==> src/rtl/irq_seq_pkg.sv <==
package irq_seq_pkg;
  // one state per bus cycle of the entry and return sequences
  typedef enum logic [3:0] {
    S_IDLE, S_DUMMY, S_PCL, S_PCH, S_PX, S_PA, S_PCCR, S_VH, S_VL, S_VFETCH,
    S_RCCR, S_RA, S_RX, S_RPCH, S_RPCL, S_RFETCH
  } seq_state_e;
endpackage

==> src/rtl/irq_prio_pick.sv <==
module irq_prio_pick #(
  parameter int NSRC = 4,
  parameter int IW   = 2
) (
  input  logic [NSRC-1:0] pend,
  input  logic [NSRC-1:0] en,
  output logic            hit,
  output logic [IW-1:0]   idx
);
  logic [NSRC-1:0] live;

  for (genvar i = 0; i < NSRC; i++) begin : g_live
    assign live[i] = pend[i] & en[i];
  end

  // lowest index wins: scan downwards so the last match kept is the smallest
  always_comb begin
    hit = |live;
    idx = '0;
    for (int i = NSRC - 1; i >= 0; i--) begin
      if (live[i]) idx = IW'(i);
    end
  end
endmodule

==> src/rtl/irq_seq_ctrl.sv <==
module irq_seq_ctrl
  import irq_seq_pkg::*;
#(
  parameter int             AW      = 16,
  parameter int             DW      = 8,
  parameter int             IW      = 2,
  parameter int             IBIT    = 3,
  parameter logic [AW-1:0]  VEC_TOP = 16'hFFFC
) (
  input  logic          clk,
  input  logic          rst,
  input  logic          insn_done,
  input  logic          rti_req,
  input  logic          hit,
  input  logic [IW-1:0] idx,
  input  logic [AW-1:0] pc_in,
  input  logic [DW-1:0] x_in,
  input  logic [DW-1:0] a_in,
  input  logic [DW-1:0] ccr_in,
  input  logic [AW-1:0] sp_in,
  input  logic [DW-1:0] mem_rdata,
  output logic          mem_act,
  output logic          mem_we,
  output logic [AW-1:0] mem_addr,
  output logic [DW-1:0] mem_wdata,
  output logic          op_fetch,
  output logic          resume,
  output logic          busy,
  output logic          ld_pc,
  output logic [AW-1:0] pc_out,
  output logic          ld_x,
  output logic [DW-1:0] x_out,
  output logic          ld_a,
  output logic [DW-1:0] a_out,
  output logic          ld_ccr,
  output logic [DW-1:0] ccr_out,
  output logic          ld_sp,
  output logic [AW-1:0] sp_out
);
  localparam logic [AW-1:0] FRAME = AW'(5);
  localparam logic [DW-1:0] IMASK = DW'(1) << IBIT;

  seq_state_e    st;
  logic [AW-1:0] pc_r, sp_r;
  logic [DW-1:0] x_r, a_r, ccr_r, vhi_r;
  logic [IW-1:0] k_r;
  logic [AW-1:0] vec_addr;
  logic          idle_take, chain_take;

  assign idle_take  = insn_done & hit & ~ccr_in[IBIT];
  assign chain_take = hit & ~ccr_r[IBIT];
  assign vec_addr   = VEC_TOP - {{(AW-IW-1){1'b0}}, k_r, 1'b0};

  always_ff @(posedge clk) begin
    if (rst) begin
      st    <= S_IDLE;
      pc_r  <= '0;
      sp_r  <= '0;
      x_r   <= '0;
      a_r   <= '0;
      ccr_r <= '0;
      vhi_r <= '0;
      k_r   <= '0;
    end else begin
      case (st)
        S_IDLE: begin
          if (rti_req) begin
            sp_r <= sp_in;
            st   <= S_RCCR;
          end else if (idle_take) begin
            pc_r  <= pc_in;
            x_r   <= x_in;
            a_r   <= a_in;
            ccr_r <= ccr_in;
            sp_r  <= sp_in;
            k_r   <= idx;
            st    <= S_DUMMY;
          end
        end
        S_DUMMY: st <= S_PCL;
        S_PCL:   st <= S_PCH;
        S_PCH:   st <= S_PX;
        S_PX:    st <= S_PA;
        S_PA:    st <= S_PCCR;
        S_PCCR:  st <= S_VH;
        S_VH: begin
          vhi_r <= mem_rdata;
          st    <= S_VL;
        end
        S_VL: begin
          pc_r <= {vhi_r, mem_rdata};
          st   <= S_VFETCH;
        end
        S_VFETCH: st <= S_IDLE;
        S_RCCR: begin ccr_r <= mem_rdata;           st <= S_RA;    end
        S_RA:   begin a_r <= mem_rdata;             st <= S_RX;    end
        S_RX:   begin x_r <= mem_rdata;             st <= S_RPCH;  end
        S_RPCH: begin pc_r[AW-1:DW] <= mem_rdata;   st <= S_RPCL;  end
        S_RPCL: begin pc_r[DW-1:0] <= mem_rdata;    st <= S_RFETCH; end
        S_RFETCH: begin
          if (chain_take) begin
            sp_r <= sp_r + FRAME;
            k_r  <= idx;
            st   <= S_PCL;
          end else begin
            st <= S_IDLE;
          end
        end
        default: st <= S_IDLE;
      endcase
    end
  end

  // bus and load strobes decoded from the registered state and context
  always_comb begin
    mem_act   = 1'b0;
    mem_we    = 1'b0;
    mem_addr  = '0;
    mem_wdata = '0;
    op_fetch  = 1'b0;
    resume    = 1'b0;
    ld_pc     = 1'b0;
    ld_x      = 1'b0;
    ld_a      = 1'b0;
    ld_ccr    = 1'b0;
    ld_sp     = 1'b0;
    pc_out    = pc_r;
    x_out     = x_r;
    a_out     = a_r;
    ccr_out   = (st == S_VFETCH) ? (ccr_r | IMASK) : ccr_r;
    sp_out    = (st == S_VFETCH) ? (sp_r - FRAME) : (sp_r + FRAME);
    case (st)
      S_DUMMY: begin mem_act = 1'b1; mem_addr = pc_r; end
      S_PCL:   begin mem_act = 1'b1; mem_we = 1'b1; mem_addr = sp_r;            mem_wdata = pc_r[DW-1:0];  end
      S_PCH:   begin mem_act = 1'b1; mem_we = 1'b1; mem_addr = sp_r - AW'(1);   mem_wdata = pc_r[AW-1:DW]; end
      S_PX:    begin mem_act = 1'b1; mem_we = 1'b1; mem_addr = sp_r - AW'(2);   mem_wdata = x_r;           end
      S_PA:    begin mem_act = 1'b1; mem_we = 1'b1; mem_addr = sp_r - AW'(3);   mem_wdata = a_r;           end
      S_PCCR:  begin mem_act = 1'b1; mem_we = 1'b1; mem_addr = sp_r - AW'(4);   mem_wdata = ccr_r;         end
      S_VH:    begin mem_act = 1'b1; mem_addr = vec_addr; end
      S_VL:    begin mem_act = 1'b1; mem_addr = vec_addr + AW'(1); end
      S_VFETCH: begin
        mem_act  = 1'b1;
        mem_addr = pc_r;
        op_fetch = 1'b1;
        resume   = 1'b1;
        ld_pc    = 1'b1;
        ld_ccr   = 1'b1;
        ld_sp    = 1'b1;
      end
      S_RCCR:  begin mem_act = 1'b1; mem_addr = sp_r + AW'(1); end
      S_RA:    begin mem_act = 1'b1; mem_addr = sp_r + AW'(2); end
      S_RX:    begin mem_act = 1'b1; mem_addr = sp_r + AW'(3); end
      S_RPCH:  begin mem_act = 1'b1; mem_addr = sp_r + AW'(4); end
      S_RPCL:  begin mem_act = 1'b1; mem_addr = sp_r + AW'(5); end
      S_RFETCH: begin
        mem_act  = 1'b1;
        mem_addr = pc_r;
        op_fetch = 1'b1;
        resume   = ~chain_take;
        ld_pc    = 1'b1;
        ld_x     = 1'b1;
        ld_a     = 1'b1;
        ld_ccr   = 1'b1;
        ld_sp    = 1'b1;
      end
      default: ;
    endcase
  end

  assign busy = (st != S_IDLE);
endmodule

==> src/rtl/irq_entry_seq.sv <==
module irq_entry_seq #(
  parameter int            NSRC    = 4,
  parameter int            AW      = 16,
  parameter int            DW      = 8,
  parameter int            IBIT    = 3,
  parameter logic [AW-1:0] VEC_TOP = 16'hFFFC
) (
  input  logic            clk,
  input  logic            rst,
  input  logic            insn_done,
  input  logic            rti_req,
  input  logic [NSRC-1:0] irq_pend,
  input  logic [NSRC-1:0] irq_en,
  input  logic [AW-1:0]   pc_in,
  input  logic [DW-1:0]   x_in,
  input  logic [DW-1:0]   a_in,
  input  logic [DW-1:0]   ccr_in,
  input  logic [AW-1:0]   sp_in,
  input  logic [DW-1:0]   mem_rdata,
  output logic            mem_act,
  output logic            mem_we,
  output logic [AW-1:0]   mem_addr,
  output logic [DW-1:0]   mem_wdata,
  output logic            op_fetch,
  output logic            resume,
  output logic            busy,
  output logic            ld_pc,
  output logic [AW-1:0]   pc_out,
  output logic            ld_x,
  output logic [DW-1:0]   x_out,
  output logic            ld_a,
  output logic [DW-1:0]   a_out,
  output logic            ld_ccr,
  output logic [DW-1:0]   ccr_out,
  output logic            ld_sp,
  output logic [AW-1:0]   sp_out
);
  localparam int IW = (NSRC > 1) ? $clog2(NSRC) : 1;

  logic          hit;
  logic [IW-1:0] idx;

  irq_prio_pick #(.NSRC(NSRC), .IW(IW)) u_pick (
    .pend (irq_pend),
    .en   (irq_en),
    .hit  (hit),
    .idx  (idx)
  );

  irq_seq_ctrl #(
    .AW(AW), .DW(DW), .IW(IW), .IBIT(IBIT), .VEC_TOP(VEC_TOP)
  ) u_ctrl (
    .clk       (clk),
    .rst       (rst),
    .insn_done (insn_done),
    .rti_req   (rti_req),
    .hit       (hit),
    .idx       (idx),
    .pc_in     (pc_in),
    .x_in      (x_in),
    .a_in      (a_in),
    .ccr_in    (ccr_in),
    .sp_in     (sp_in),
    .mem_rdata (mem_rdata),
    .mem_act   (mem_act),
    .mem_we    (mem_we),
    .mem_addr  (mem_addr),
    .mem_wdata (mem_wdata),
    .op_fetch  (op_fetch),
    .resume    (resume),
    .busy      (busy),
    .ld_pc     (ld_pc),
    .pc_out    (pc_out),
    .ld_x      (ld_x),
    .x_out     (x_out),
    .ld_a      (ld_a),
    .a_out     (a_out),
    .ld_ccr    (ld_ccr),
    .ccr_out   (ccr_out),
    .ld_sp     (ld_sp),
    .sp_out    (sp_out)
  );
endmodule

==> config.mk <==
export PLATFORM = sky130hd
export DESIGN_NAME = irq_entry_seq
export DESIGN_NICKNAME = d
export VERILOG_FILES = /design/src/rtl/irq_seq_pkg.sv /design/src/rtl/irq_prio_pick.sv /design/src/rtl/irq_seq_ctrl.sv /design/src/rtl/irq_entry_seq.sv
export SDC_FILE = /design/constraint.sdc
export NUM_CORES = 1
export LEC_CHECK = 0
export BUFFER_PORTS_ARGS = -buffer_cell sky130_fd_sc_hd__clkbuf_2
export CAP_MARGIN = 25
export CORE_MARGIN = 4
export CORE_UTILIZATION = 62
export CTS_BUF_LIST = sky130_fd_sc_hd__clkbuf_8
export DETAILED_ROUTE_END_ITERATION = 6
export HOLD_SLACK_MARGIN = 0.15
export PLACE_DENSITY_LB_ADDON = 0.3
export REMOVE_ABC_BUFFERS = 1
export SYNTH_ARGS = -nofsm -noshare
export SYNTH_HDL_FRONTEND = slang
export SYNTH_HIERARCHICAL = 1
export SYNTH_SLANG_ARGS = --single-unit
export TNS_END_PERCENT = 30
==> constraint.sdc <==
create_clock -name clk -period 10.4 [get_ports clk]
set_input_delay 2.08 -clock clk [delete_from_list [all_inputs] [get_ports clk]]
set_output_delay 2.08 -clock clk [all_outputs]
set_load 0.05 [all_outputs]
Yosys cells after proc, flatten, opt, wreduce, memory -nomap -nowiden
Index checks and enable logic that the tools add are counted.

Output and inout bits: 90. Flip-flop bits (word level): 70. Word-level logic and storage cells: 109.

Reduce and logical (&&, ||, !) cells: 21. Bitwise gates (word level): 10. Add/sub/neg operators: 12. Mux-type cells: 38. Equal/unequal tests: 19.

Operators by type and width (number): $pmux 16 s13 (1); $mux 16 (6); $pmux 4 s16 (1); $pmux 8 s2 (4); $mux 8 (6); $pmux 8 s5 (1); $add 16x1->16 const B (2); $add 16x2->16 const B (2); $add 16x3->16 const B (2); $eq 4x4->1 const B (8); $pmux 16 s2 (1); $sub 16x2->16 const B (2); $sub 16x3->16 const B (2); $pmux 8 s3 (1); $reduce_and 3->1 (6); $eq 4x3->1 const B (4); $mux 2 (8); $sub 16x1->16 const B (1); $reduce_or 15->1 (1); $mux 4 (3); $reduce_bool 2->1 (5); $eq 4x2->1 const B (2); $and 1x1->1 (7); $reduce_or 5->1 (1); 16 further kinds (23).

Logic depth before layout (Yosys ltp)
Gate-level depths: netlist (run 1).

Depth after elaboration: 8. Gate-level depth with buffers: 14. Depth with buffers taken out: 12.

Hierarchy
The synthesis (run 1) kept the hierarchy.

Modules (own cells, without submodules): irq_seq_ctrl (sequential area each 1401.3 um2, area an instance 7507.2 um2, instances 1, cells an instance 1005); irq_prio_pick (sequential area each 0.0 um2, area an instance 47.5 um2, instances 1, cells an instance 7).

Worst setup path after synthesis (run 1)
No wires, ideal clock.

Path kind: register -> output. Start: reg u_ctrl.st[2]. End: out mem_addr[14]. Buffers on the path: 3. Data arrival time: 3626 ps. Setup slack: 4694 ps. Stages on the path, launching flop included: 14. Cell sequence: dfxtp_1 > buf_6 > buf_6 > and2b_4 > nand2_2 > buf_1 > ha_1 > a2111oi_4 > o211ai_2 > a31oi_1 > a21oi_1 > mux2i_1 > a2111oi_2 > o211ai_1.

Cells in the longest elaborated chain, start to end: 3. Elaborated cells between the ends (all ways): 17. Classes of those cells: 15 x eq/ne; 1 x mux; 1 x reduce/logical.

RTL lines: from (decl) (line irq_seq_ctrl.sv:43) `seq_state_e st;`; from (signal assigned) (line irq_seq_ctrl.sv:56) `st <= S_IDLE;`; from (signal assigned) (line irq_seq_ctrl.sv:69) `st <= S_RCCR;`; from (signal assigned) (line irq_seq_ctrl.sv:77) `st <= S_DUMMY;`; $eq 4x1->1 or $eq 4x4->1 (tied branches) (line irq_seq_ctrl.sv:132) `case (st)`; $reduce_or 3->1 (no line); $pmux 16 s13 (*) (line irq_seq_ctrl.sv:132); to (decl) (line irq_entry_seq.sv:22) `output logic [AW-1:0] mem_addr,`.

Every way passes the cells marked *; elsewhere a longest branch is shown, timed or not.

Final worst setup path (run 1)
Start: reg u_ctrl.st[3]. End: out mem_addr[14].

Same word-level chain as after synthesis.

==> results of run 1 <==
through the flow:
stage          util, %  power [µW]
3_5_place_dp      68.1        1740
2_1_floorplan        -        1410
5_1_grt           70.0        2100
3_3_place_gp      68.1        1720
6_report          70.0        1990
4_1_cts           69.6        1950
flip-flops by register name, indices dropped and copies added, names as in the netlist:
name	count
u_ctrl/pc_out	16
u_ctrl/sp_r	16
u_ctrl/ccr_r	8
u_ctrl/st	4
u_ctrl/a_out	8
u_ctrl/x_out	8
u_ctrl/vhi_r	8
u_ctrl/k_r	2
layout make-up:
cell class              count  share of cell area [%]
flip-flops and latches     70                    16.7
inverters                  25                    1.12
repair buffers            176                    11.1
clock inverters             7                   0.687
well taps                 147                    2.20
multi-input cells         835                    66.7
clock buffers               9                    1.48
worst max-delay path: cells and delay by family, from the launching register on:
family	cells	cell delay [ns]
and+or+nand+nor	2	1.55
AOI/OAI and AO/OA	6	1.38
DFF	1	0.75
adders and majority gates	1	0.47
buffers and inverters	1	0.26
muxes	1	0.15
power by group through the flow:
stage                     registers, µW  clock network [µW]  logic, µW
after floorplan                     492                   0        923
after global placement              413                   0       1310
after detailed placement            415                   0       1330
after CTS                           408                 217       1330
after global routing                420                 227       1450
final                               413                 213       1360
Yosys cell counts, types with 6 or more instances:
cell / n / area [µm²]
buf_4: 25 / 188
a211oi_1: 29 / 218
ha_1: 42 / 526
o22ai_1: 11 / 68.8
o31ai_1: 7 / 52.6
buf_2: 24 / 120
o211ai_1: 9 / 67.6
buf_6: 6 / 67.6
inv_1: 22 / 82.6
xor2_1: 22 / 193
nor2_1: 119 / 447
mux2i_1: 31 / 310
a221oi_1: 14 / 123
clkbuf_1: 22 / 82.6
a21oi_1: 68 / 340
a22oi_1: 42 / 315
nand2_1: 124 / 465
nor2b_1: 14 / 87.6
o21ai_1: 10 / 50.1
a311oi_1: 18 / 158
dfxtp_1: 70 / 1400
nand3_1: 23 / 115
nor3_1: 17 / 85.1
xnor2_1: 38 / 333
o21ai_0: 49 / 245
a22o_1: 7 / 61.3
nand2b_1: 15 / 93.8
cell families (layout without fill, tap and decap cells):
logic type	Yosys count	after routing	share of synthesized area (%)
simple gates	369	369	23.7
compound gates	326	326	30.7
buf+inv	107	217	7.57
flops	70	70	18.5
xor+xnor	61	61	7.17
fa+ha+maj	45	45	7.75
mux	34	34	4.55
metal layers:
metal	wire length [µm]	global-route usage [%]	part of all wire, %	vias up
met5	0	0	0	-
met4	1110	16.4	4.5	0
met3	2590	6.70	11	94
met2	11100	54.8	45	523
met1	9850	43.6	40	3814
li1	-	-	-	3934
path summary, 6_finish.rpt:
path | start | endpoint | slack [ns] | cells past startpoint
hold / removal | u_ctrl/vhi_r[5] | u_ctrl/vhi_r[5] | 0.47 | 2
setup / recovery | u_ctrl/st[3] | mem_addr[14] | 3.37 | 11
setup reg to reg | u_ctrl/st[3] | u_ctrl/pc_out[3] | 6.91 | 7
hold reg to reg | u_ctrl/vhi_r[5] | u_ctrl/vhi_r[5] | 0.47 | 2
==> run summary, run 1 <==
Antenna violations before repair = 0
Yosys warns = 6
Sequential area share after synthesis = 18.5%
P_int = 846 µW
Die Y = 118 µm
Worst Setup End Kind = output pin
Library cells used by synthesis = 86
DR pass1 iterations = 6
Final period util = 67.6%
Initial core utilization = 63.2%
Clk pin slew, worst setup/hold paths = 0.08 ns
DR vias/cell = 6.59
# hold bufs at CTS = 0
Combinational share of power = 68.5%
Cell Chain, Critical Path = nand4bb_1 > and2_1 > ha_1 > o21a_1 > o21ai_1 > o31ai_2 > o2111ai_2 > mux2i_1 > a2111oi_2 > o211ai_1 > clkbuf_2
Slowest CP cell = nand4bb_1
Layout cells sized above 1 = 21.1%
Resized Gates After CTS = 0
CP required = 8.32 ns
First-pass GRT wire length = 39000 µm
Final instance area = 8370 µm²
Critical path arrival = 4.95 ns
Slew headroom = 24.4%
Worst Setup Path Type = reg2out
Post-route ant nets = 0
Post-synthesis register bit count = 70
Clk pwr share = 10.7%
Largest net degree at the start of global routing = 71
Asr flop ratio synth = 0%
Max-slew violation count = 0
Post-synth EDFFs = 0
Post-route setup slack = 3.37 ns
Slowest stage delay, CP = 0.84 ns
Area growth, synth to finish = 10.8%
Commonest non-fill, non-tap cells in the layout = 165 x clkbuf_2, 124 x nand2_1, 119 x nor2_1
Main flop type after synthesis = dfxtp_1
Commonest non-fill, non-tap cell in the layout = clkbuf_2
RSZ-0062 raised after global routing = no
CORE AREA = 12000 µm²
Dpl hpwl = 18000 µm
CTS root buf = clkbuf_8
Grt ovf = 0
Clk Latency, worst-skew pair = 0.38 ns
TNS Setup = 0 ns
Vias = 8365
Die Width = 118 µm
Dpl cells = 1250
Dpl ws = 3.92 ns
Placed cell area = 8150 µm²
Net Sw Frac = 57.4%
Max Freq = 0.142 GHz
Psw = 1140 µW
Netlist Area Pre-Place = 7550 µm²
Worst Clk Skew = 0.00606 ns
Slew of the pin with the lowest slew margin = 1.13 ns
Vias in the first global route = 7701
WL final = 24600 µm
Port bufs = 165
Status = completed
Die area = 14000 µm²
Leakage = 0.00377 µW
Starting DRT DRC Count = 1001
Row count = 40
CP startpoint kind = flop
CTS Buf Count = 9
CTS max path bufs = 2
H-tree levels = 3
Gpl congestion = 0.993
Fin crit period = 7.03 ns
Worst Path Max Fanout = 19
I/O pins = 166
Area occupied by registers = 1400 µm²
Area of the multi-input gates = 5590 µm²
Final setup vio count = 0
Post-CTS setup buffers = 0
Hold Path Class = reg2reg
Max-Cap Viols = 0
Sequential power share = 20.8%
Post-route DRC = 0
Cell count after synthesis = 1012
Nets = 1238
CTS tree = done
Diode count = 0
VDD IR max = 143 µV
Fin. Hold Viols = 0
Clk sinks = 70
Average size of a mapped cell = 7.47 µm²
Worst hold slack = 0.468 ns
PD cells = 237 nW/µm²
Post-DR wirelength/cell = 19.4 µm
Final-layout fill cell count = 1023
GRT Total Usage = 34.0%
Final Non-Filler Cells = 1269
Note: power is estimated with default switching activity, not from simulation.
==> inputs of run 2 (changes only) <==
--- a/config.mk
+++ b/config.mk
@@ -5,10 +5,11 @@
 export SDC_FILE = /design/constraint.sdc
 export NUM_CORES = 1
 export LEC_CHECK = 0
+export ABC_AREA = 1
 export BUFFER_PORTS_ARGS = -buffer_cell sky130_fd_sc_hd__clkbuf_2
 export CAP_MARGIN = 25
 export CORE_MARGIN = 4
-export CORE_UTILIZATION = 62
+export CORE_UTILIZATION = 57
 export CTS_BUF_LIST = sky130_fd_sc_hd__clkbuf_8
 export DETAILED_ROUTE_END_ITERATION = 6
 export HOLD_SLACK_MARGIN = 0.15
==> constraint.sdc (replaced) <==
create_clock -name clk -period 6.5 [get_ports clk]
set_input_delay 1.3 -clock clk [delete_from_list [all_inputs] [get_ports clk]]
set_output_delay 1.3 -clock clk [all_outputs]
set_load 0.05 [all_outputs]
==> run 2 against run 1 <==
Against the previous run: critical path type unchanged; critical path depth up 1; register-to-register slack worse by 2.9 ns; non-clock buffer count down 9; sequential cell count unchanged; global-route usage up 2.3 points; clock power up 76%; area after synthesis down 1.3%.
==> run summary, run 2 <==
Status = completed (unchanged)
Number of cells on the worst hold path = 2 (unchanged)
Sequential area share after synthesis = 18.8% (was 18.5%)
H-tree levels = 3 (unchanged)
Post-synth EDFFs = 0 (unchanged)
Vias = 9354 (was 8365)
Commonest cells post-synth = 377 x nand2_1, 145 x inv_1, 108 x a21oi_1, 106 x nor2_1, 101 x nand3_1 (was 124 x nand2_1, 119 x nor2_1, 70 x dfxtp_1, 68 x a21oi_1, 49 x o21ai_0)
Critical path arrival = 3.61 ns (was 4.95 ns)
Leakage = 0.00448 µW (was 0.00377 µW)
Worst Path Max Fanout = 24 (was 19)
Post-route DRC = 0 (unchanged)
R2R Path Start = u_ctrl/st[1] (was u_ctrl/st[3])
DR pass1 iterations = 6 (unchanged)
Hold Path Class = reg2reg (unchanged)
Fin. Hold Viols = 0 (unchanged)
Cell Chain, Critical Path = nand2_2 > inv_2 > nand2_1 > ha_1 > a21oi_1 > nand2_1 > nand2_1 > nand2_1 > or2_2 > nand3_1 > nand4_1 > clkbuf_2 (was nand4bb_1 > and2_1 > ha_1 > o21a_1 > o21ai_1 > o31ai_2 > o2111ai_2 > mux2i_1 > a2111oi_2 > o211ai_1 > clkbuf_2)
FF-to-FF End = u_ctrl/sp_r[9] (was u_ctrl/pc_out[3])
Max-Cap Viols = 0 (unchanged)
Post-route ant nets = 0 (unchanged)
Layout cells sized above 1 = 16.5% (was 21.1%)
Top delay family on crit path = simple AND/OR/NAND/NOR gates (unchanged)
Synth area leader = nand2_1 (was dfxtp_1)
Clk pin slew, worst setup/hold paths = 0.07 ns (was 0.08 ns)
Final period util = 75.6%
Post-synthesis register bit count = 70 (unchanged)
Cell count after synthesis = 1286 (was 1012)
Commonest non-fill, non-tap cells in the layout = 377 x nand2_1, 165 x clkbuf_2, 145 x inv_1 (was 165 x clkbuf_2, 124 x nand2_1, 119 x nor2_1)
GRT Total Usage = 36.3% (was 34.0%)
Resized Gates After CTS = 0 (unchanged)
Final-layout fill cell count = 1298 (was 1023)
Area share of the largest cell type after synthesis = 19.0% (was 18.5%)
Dpl hpwl = 21300 µm (was 18000 µm)
Initial core utilization = 58.6% (was 63.2%)
TNS Setup = 0 ns (unchanged)
VDD IR max = 394 µV (was 143 µV)
CTS max path bufs = 2 (unchanged)
CP Launch Point = u_ctrl/st[1] (was u_ctrl/st[3])
CP required = 5.20 ns (was 8.32 ns)
Main flop type after synthesis = dfxtp_1 (unchanged)
First-pass GRT wire length = 42800 µm (was 39000 µm)
I/O pins = 166 (unchanged)
Area of the multi-input gates = 5150 µm² (was 5590 µm²)
Diode count = 0 (unchanged)
Hold_sp = u_ctrl/ccr_r[3] (was u_ctrl/vhi_r[5])
Tot Pwr = 5160 µW (was 1990 µW)
Starting DRT DRC Count = 1233 (was 1001)
Asr flop ratio synth = 0% (unchanged)
Post-DR wirelength/cell = 17.1 µm (was 19.4 µm)
Area occupied by registers = 1400 µm² (unchanged)
Row count = 41 (was 40)
CTS tree = done (unchanged)
Clk Latency, worst-skew pair = 0.37 ns (was 0.38 ns)
R2r setup slk = 4.00 ns (was 6.91 ns)
CTS Buf Count = 9 (unchanged)
Gpl congestion = 1.03 (was 0.993)
Die area = 15000 µm² (was 14000 µm²)
PD cells = 612 nW/µm² (was 237 nW/µm²)
Final setup vio count = 0 (unchanged)
Synth area leaders = nand2_1 19%, dfxtp_1 19%, inv_1 7.3% (was dfxtp_1 19%, ha_1 7.0%, nand2_1 6.2%)
Vias in the first global route = 8488 (was 7701)
Slowest CP cell = nand2_1 (was nand4bb_1)
Most used cell, CP = nand2_1
CTS root buf = clkbuf_8 (unchanged)
Hold path endpoint = u_ctrl/ccr_r[3] (was u_ctrl/vhi_r[5])
Slowest stage delay, CP = 0.63 ns (was 0.84 ns)
Slew of the pin with the lowest slew margin = 1.04 ns (was 1.13 ns)
Die Y = 122 µm (was 118 µm)
Clk sinks = 70 (unchanged)
RSZ-0062 raised after global routing = no (unchanged)
Worst Clk Skew = 0.0191 ns (was 0.00606 ns)
DR vias/cell = 5.87 (was 6.59)
Worst Setup End Kind = output pin (unchanged)
Commonest non-fill, non-tap cell in the layout = nand2_1 (was clkbuf_2)
Library cells used by synthesis = 48 (was 86)
Port bufs = 165 (unchanged)
Max Freq = 0.204 GHz
Antenna violations before repair = 0 (unchanged)
Most numerous cell in the Yosys netlist = nand2_1 (unchanged)
Slew headroom = 30.5% (was 24.4%)
WL final = 27200 µm (was 24600 µm)
Max-slew violation count = 0 (unchanged)
CORE AREA = 12700 µm² (was 12000 µm²)
Die Width = 122 µm (was 118 µm)
Area growth, synth to finish = 13.0% (was 10.8%)
Grt ovf = 0 (unchanged)
Post-CTS setup buffers = 0 (unchanged)
Largest net degree at the start of global routing = 55 (was 71)
Worst R2R Path Depth = 9 (was 7)
Nets = 1537 (was 1238)
# hold bufs at CTS = 0 (unchanged)
Fin crit period = 4.91 ns
Yosys warns = 6 (unchanged)
Average size of a mapped cell = 5.80 µm² (was 7.47 µm²)
Worst Setup Path Type = reg2out (unchanged)
Netlist Area Pre-Place = 7460 µm² (was 7550 µm²)
CP startpoint kind = flop (unchanged)
Worst path buffer plus inverter count = 2 (was 1)
run 2: routing by layer:
| layer | wire, µm | vias up | GRT usage [%] | part of all wire [%] |
|---|---|---|---|---|
| li1 | - | 4514 | - | - |
| met1 | 10300 | 4154 | 44.6 | 38 |
| met2 | 12700 | 590 | 61.3 | 47 |
| met3 | 2890 | 96 | 5.99 | 11 |
| met4 | 1320 | 0 | 18.4 | 4.9 |
| met5 | 0 | - | 0 | 0 |
run 2: final cells by class:
class / count / area share (%)
timing repair buffer: 167 / 9.98
multi-input combinational: 1006 / 61.1
clock buffer: 9 / 1.47
tap: 172 / 2.55
sequential: 70 / 16.6
clock inverter: 7 / 0.950
inverter: 162 / 7.29
run 2: stage by stage:
stage	worst slack [ns]	cells	hold slack [ns]	cell area [µm²]	util [%]
6_report	1.59	1593	0.485	8430	66.2
5_1_grt	1.38	1593	0.495	8430	66.2
4_1_cts	1.65	1593	0.482	8430	66.2
3_5_place_dp	2.05	1577	0.470	8220	64.6
3_3_place_gp	2.11	1577	0.464	8220	64.6
2_1_floorplan	2.41	1238	0.447	7170	-
run 2: cells by family (layout without fill, tap and decap cells):
logic type,after synthesis,count (layout),share of synthesized area [%]
flops,70,70,18.8
mux,1,1,0.134
xor+xnor,20,20,2.35
buf+inv,210,345,12.1
simple gates,660,660,38.1
fa+ha+maj,45,45,7.85
compound gates,280,280,20.7
run 2: how the worst max path moves through the flow:
stage	to	cells after the start	slack (ns)
floorplan	resume	7	2.41
global placement	mem_addr[6]	12	2.11
detailed placement	mem_addr[7]	12	2.05
CTS	mem_addr[7]	12	1.65
global route	mem_addr[15]	14	1.38
finish	mem_addr[7]	12	1.59
run 2: where the power goes:
part           internal (µW)  switching [µW]
sequential               576             258
clock                    182             193
combinational           1060            2890
total                   1820            3340
run 2: worst register-to-register path, delay by kind of cell (launching register included):
kind                   cells  cell delay, ns
AOI/OAI and AO/OA          3            0.83
buffers and inverters      3            0.68
and+or+nand+nor            3            0.45
DFF                        1            0.44
==> inputs of run 3 (changes only) <==
==> constraint.sdc (replaced) <==
create_clock -name clk -period 4.8 [get_ports clk]
set_input_delay 0.96 -clock clk [delete_from_list [all_inputs] [get_ports clk]]
set_output_delay 0.96 -clock clk [all_outputs]
set_load 0.05 [all_outputs]
==> run 3 against run 2 <==
Against the previous run: critical path depth rose by 6; register-to-register slack worse by 1.7 ns; count of clock-buffer cells in the layout is 1 higher; die area is the same; first-iteration DRC count down 20%; via count increased by 0.30%; global-route usage grew 0.50 points; sequential share of layout area fell by 0.064 points; final cell count up 0.25%; largest power group unchanged; highest routed layer unchanged.
==> run summary, run 3 (synthesis results as in run 2) <==
Post-DR wirelength/cell = 17.5 µm (was 17.1 µm)
Slew headroom = 34.7% (was 30.5%)
H-tree levels = 3 (unchanged)
Fin crit period = 4.46 ns
CTS max path bufs = 2 (unchanged)
Post-route DRC = 0 (unchanged)
Final period util = 92.9%
PD cells = 828 nW/µm² (was 612 nW/µm²)
RSZ-0062 raised after global routing = no (unchanged)
CTS root buf = clkbuf_8 (unchanged)
Slew of the pin with the lowest slew margin = 0.976 ns (was 1.04 ns)
Status = completed (unchanged)
Max Freq = 0.224 GHz
Final Non-Filler Cells = 1597 (was 1593)
Leakage = 0.00450 µW (was 0.00448 µW)
I/O pins = 166 (unchanged)
Die Width = 122 µm (unchanged)
CP required = 3.84 ns (was 5.20 ns)
Sequential power share = 16.3% (was 16.2%)
Clk pin slew, worst setup/hold paths = 0.08 ns (was 0.07 ns)
Final-layout fill cell count = 1302 (was 1298)
Net Sw Frac = 64.6% (was 64.7%)
Cell count along the critical path = 18 (was 12)
P_int = 2480 µW (was 1820 µW)
Gpl congestion = 1.04 (was 1.03)
Initial core utilization = 58.6% (unchanged)
DR vias/cell = 5.87 (about the same)
DR pass1 iterations = 5 (was 6)
First-pass GRT wire length = 43300 µm (was 42800 µm)
Diode count = 0 (unchanged)
Commonest non-fill, non-tap cells in the layout = 377 x nand2_1, 165 x clkbuf_2, 145 x inv_1 (unchanged)
CP startpoint kind = flop (unchanged)
Clk sinks = 70 (unchanged)
Post-route setup slack = 0.339 ns (was 1.59 ns)
Hold_sp = u_ctrl/ccr_r[3] (unchanged)
CP Launch Point = u_ctrl/st[0] (was u_ctrl/st[1])
Row count = 41 (unchanged)
Final setup vio count = 0 (unchanged)
R2R Path Start = u_ctrl/st[1] (unchanged)
Vias in the first global route = 8456 (was 8488)
GRT Total Usage = 36.8% (was 36.3%)
Worst path buffer plus inverter count = 4 (was 2)
Most used cell, CP = nand2_1 (unchanged)
Largest net degree at the start of global routing = 57 (was 55)
Max-Cap Viols = 0 (unchanged)
Die Y = 122 µm (unchanged)
Top delay family on crit path = simple AND/OR/NAND/NOR gates (unchanged)
Worst Setup End Kind = output pin (unchanged)
Nets = 1541 (was 1537)
Antenna violations before repair = 0 (unchanged)
Layout cells sized above 1 = 16.8% (was 16.5%)
Starting DRT DRC Count = 988 (was 1233)
Worst hold slack = 0.489 ns (was 0.485 ns)
Post-CTS setup buffers = 0 (unchanged)
Number of cells on the worst hold path = 2 (unchanged)
Grt ovf = 0 (unchanged)
Fin. Hold Viols = 0 (unchanged)
Worst Clk Skew = 0.00592 ns (was 0.0191 ns)
# hold bufs at CTS = 0 (unchanged)
VDD IR max = 394 µV (about the same)
Resized Gates After CTS = 0 (unchanged)
Slowest stage delay, CP = 0.43 ns (was 0.63 ns)
Die area = 15000 µm² (unchanged)
Psw = 4530 µW (was 3340 µW)
Combinational share of power = 76.4% (was 76.6%)
Worst Path Max Fanout = 11 (was 24)
Max-slew violation count = 0 (unchanged)
Dpl cells = 1581 (was 1577)
Dpl ws = 0.861 ns (was 2.05 ns)
Worst Setup Path Type = reg2out (unchanged)
Clk pwr share = 7.3% (about the same)
Post-route ant nets = 0 (unchanged)
Slowest CP cell = dfxtp_1 (was nand2_1)
Vias = 9382 (was 9354)
Cell Chain, Critical Path = inv_1 > nand2_2 > inv_1 > nand2_1 > inv_2 > nor2_1 > fa_1 > nand3_1 > nand2_1 > nand2_1 > nand2_1 > nand2_1 > nand3_1 > nand2_1 > nor2_1 > nor2_1 > nand2_1 > clkbuf_2 (was nand2_2 > inv_2 > nand2_1 > ha_1 > a21oi_1 > nand2_1 > nand2_1 > nand2_1 > or2_2 > nand3_1 > nand4_1 > clkbuf_2)
Area growth, synth to finish = 13.5% (was 13.0%)
CTS Buf Count = 9 (unchanged)
Commonest non-fill, non-tap cell in the layout = nand2_1 (unchanged)
Clk Latency, worst-skew pair = 0.36 ns (was 0.37 ns)
CTS tree = done (unchanged)
WL final = 28000 µm (was 27200 µm)
Worst R2R Path Depth = 9 (unchanged)
Critical path arrival = 3.50 ns (was 3.61 ns)
TNS Setup = 0 ns (unchanged)
CORE AREA = 12700 µm² (unchanged)
Dpl hpwl = 21600 µm (was 21300 µm)
Hold Path Class = reg2reg (unchanged)
Port bufs = 165 (unchanged)
run 3: worst register-to-register path: stages (launching register included):
cell and delay, ns:
dfxtp_1 0.44, nand2_2 0.15, inv_2 0.13, nand2_4 0.20, clkinv_4 0.25, nand2_4 0.09, a21oi_4 0.52, inv_2 0.32
a21oi_1 0.24, a21oi_1 0.08
run 3: per-stage QoR:
step,instance area [µm²],power (µW),utilization [%]
final,8460,7000,66.5
after floorplan,7170,5060,-
after global routing,8460,7540,66.5
after global placement,8250,6330,64.9
after detailed placement,8250,6380,64.9
after CTS,8460,6900,66.5
run 3: power groups by stage:
stage	clock [µW]	combinational [µW]	sequential (µW)
floorplan	0	3680	1380
global placement	0	5190	1130
detailed placement	0	5250	1130
CTS	510	5270	1120
global route	534	5860	1150
finish	511	5350	1140
run 3: worst paths after layout:
kind,end,slack (ns)
min reg2reg,u_ctrl/ccr_r[3],0.49
max reg2reg,u_ctrl/sp_r[14],2.29
min,u_ctrl/ccr_r[3],0.49
max,mem_addr[14],0.34
run 3: layout make-up:
class | count | area [µm²] | area share [%]
timing repair buffer | 171 | 871 | 10.3
inverter | 162 | 614 | 7.26
clock inverter | 6 | 68.8 | 0.813
multi-input combinational | 1006 | 5150 | 60.9
tap | 172 | 215 | 2.54
sequential | 70 | 1400 | 16.6
clock buffer | 10 | 138 | 1.63
run 3: per-layer routing:
metal  wire, µm  GRT usage [%]  share of wire [%]
met3       2790           5.35                9.9
met4       1300           16.6                4.6
met1      11000           46.7                 39
met2      13000           61.8                 46
met5          0              0                  0
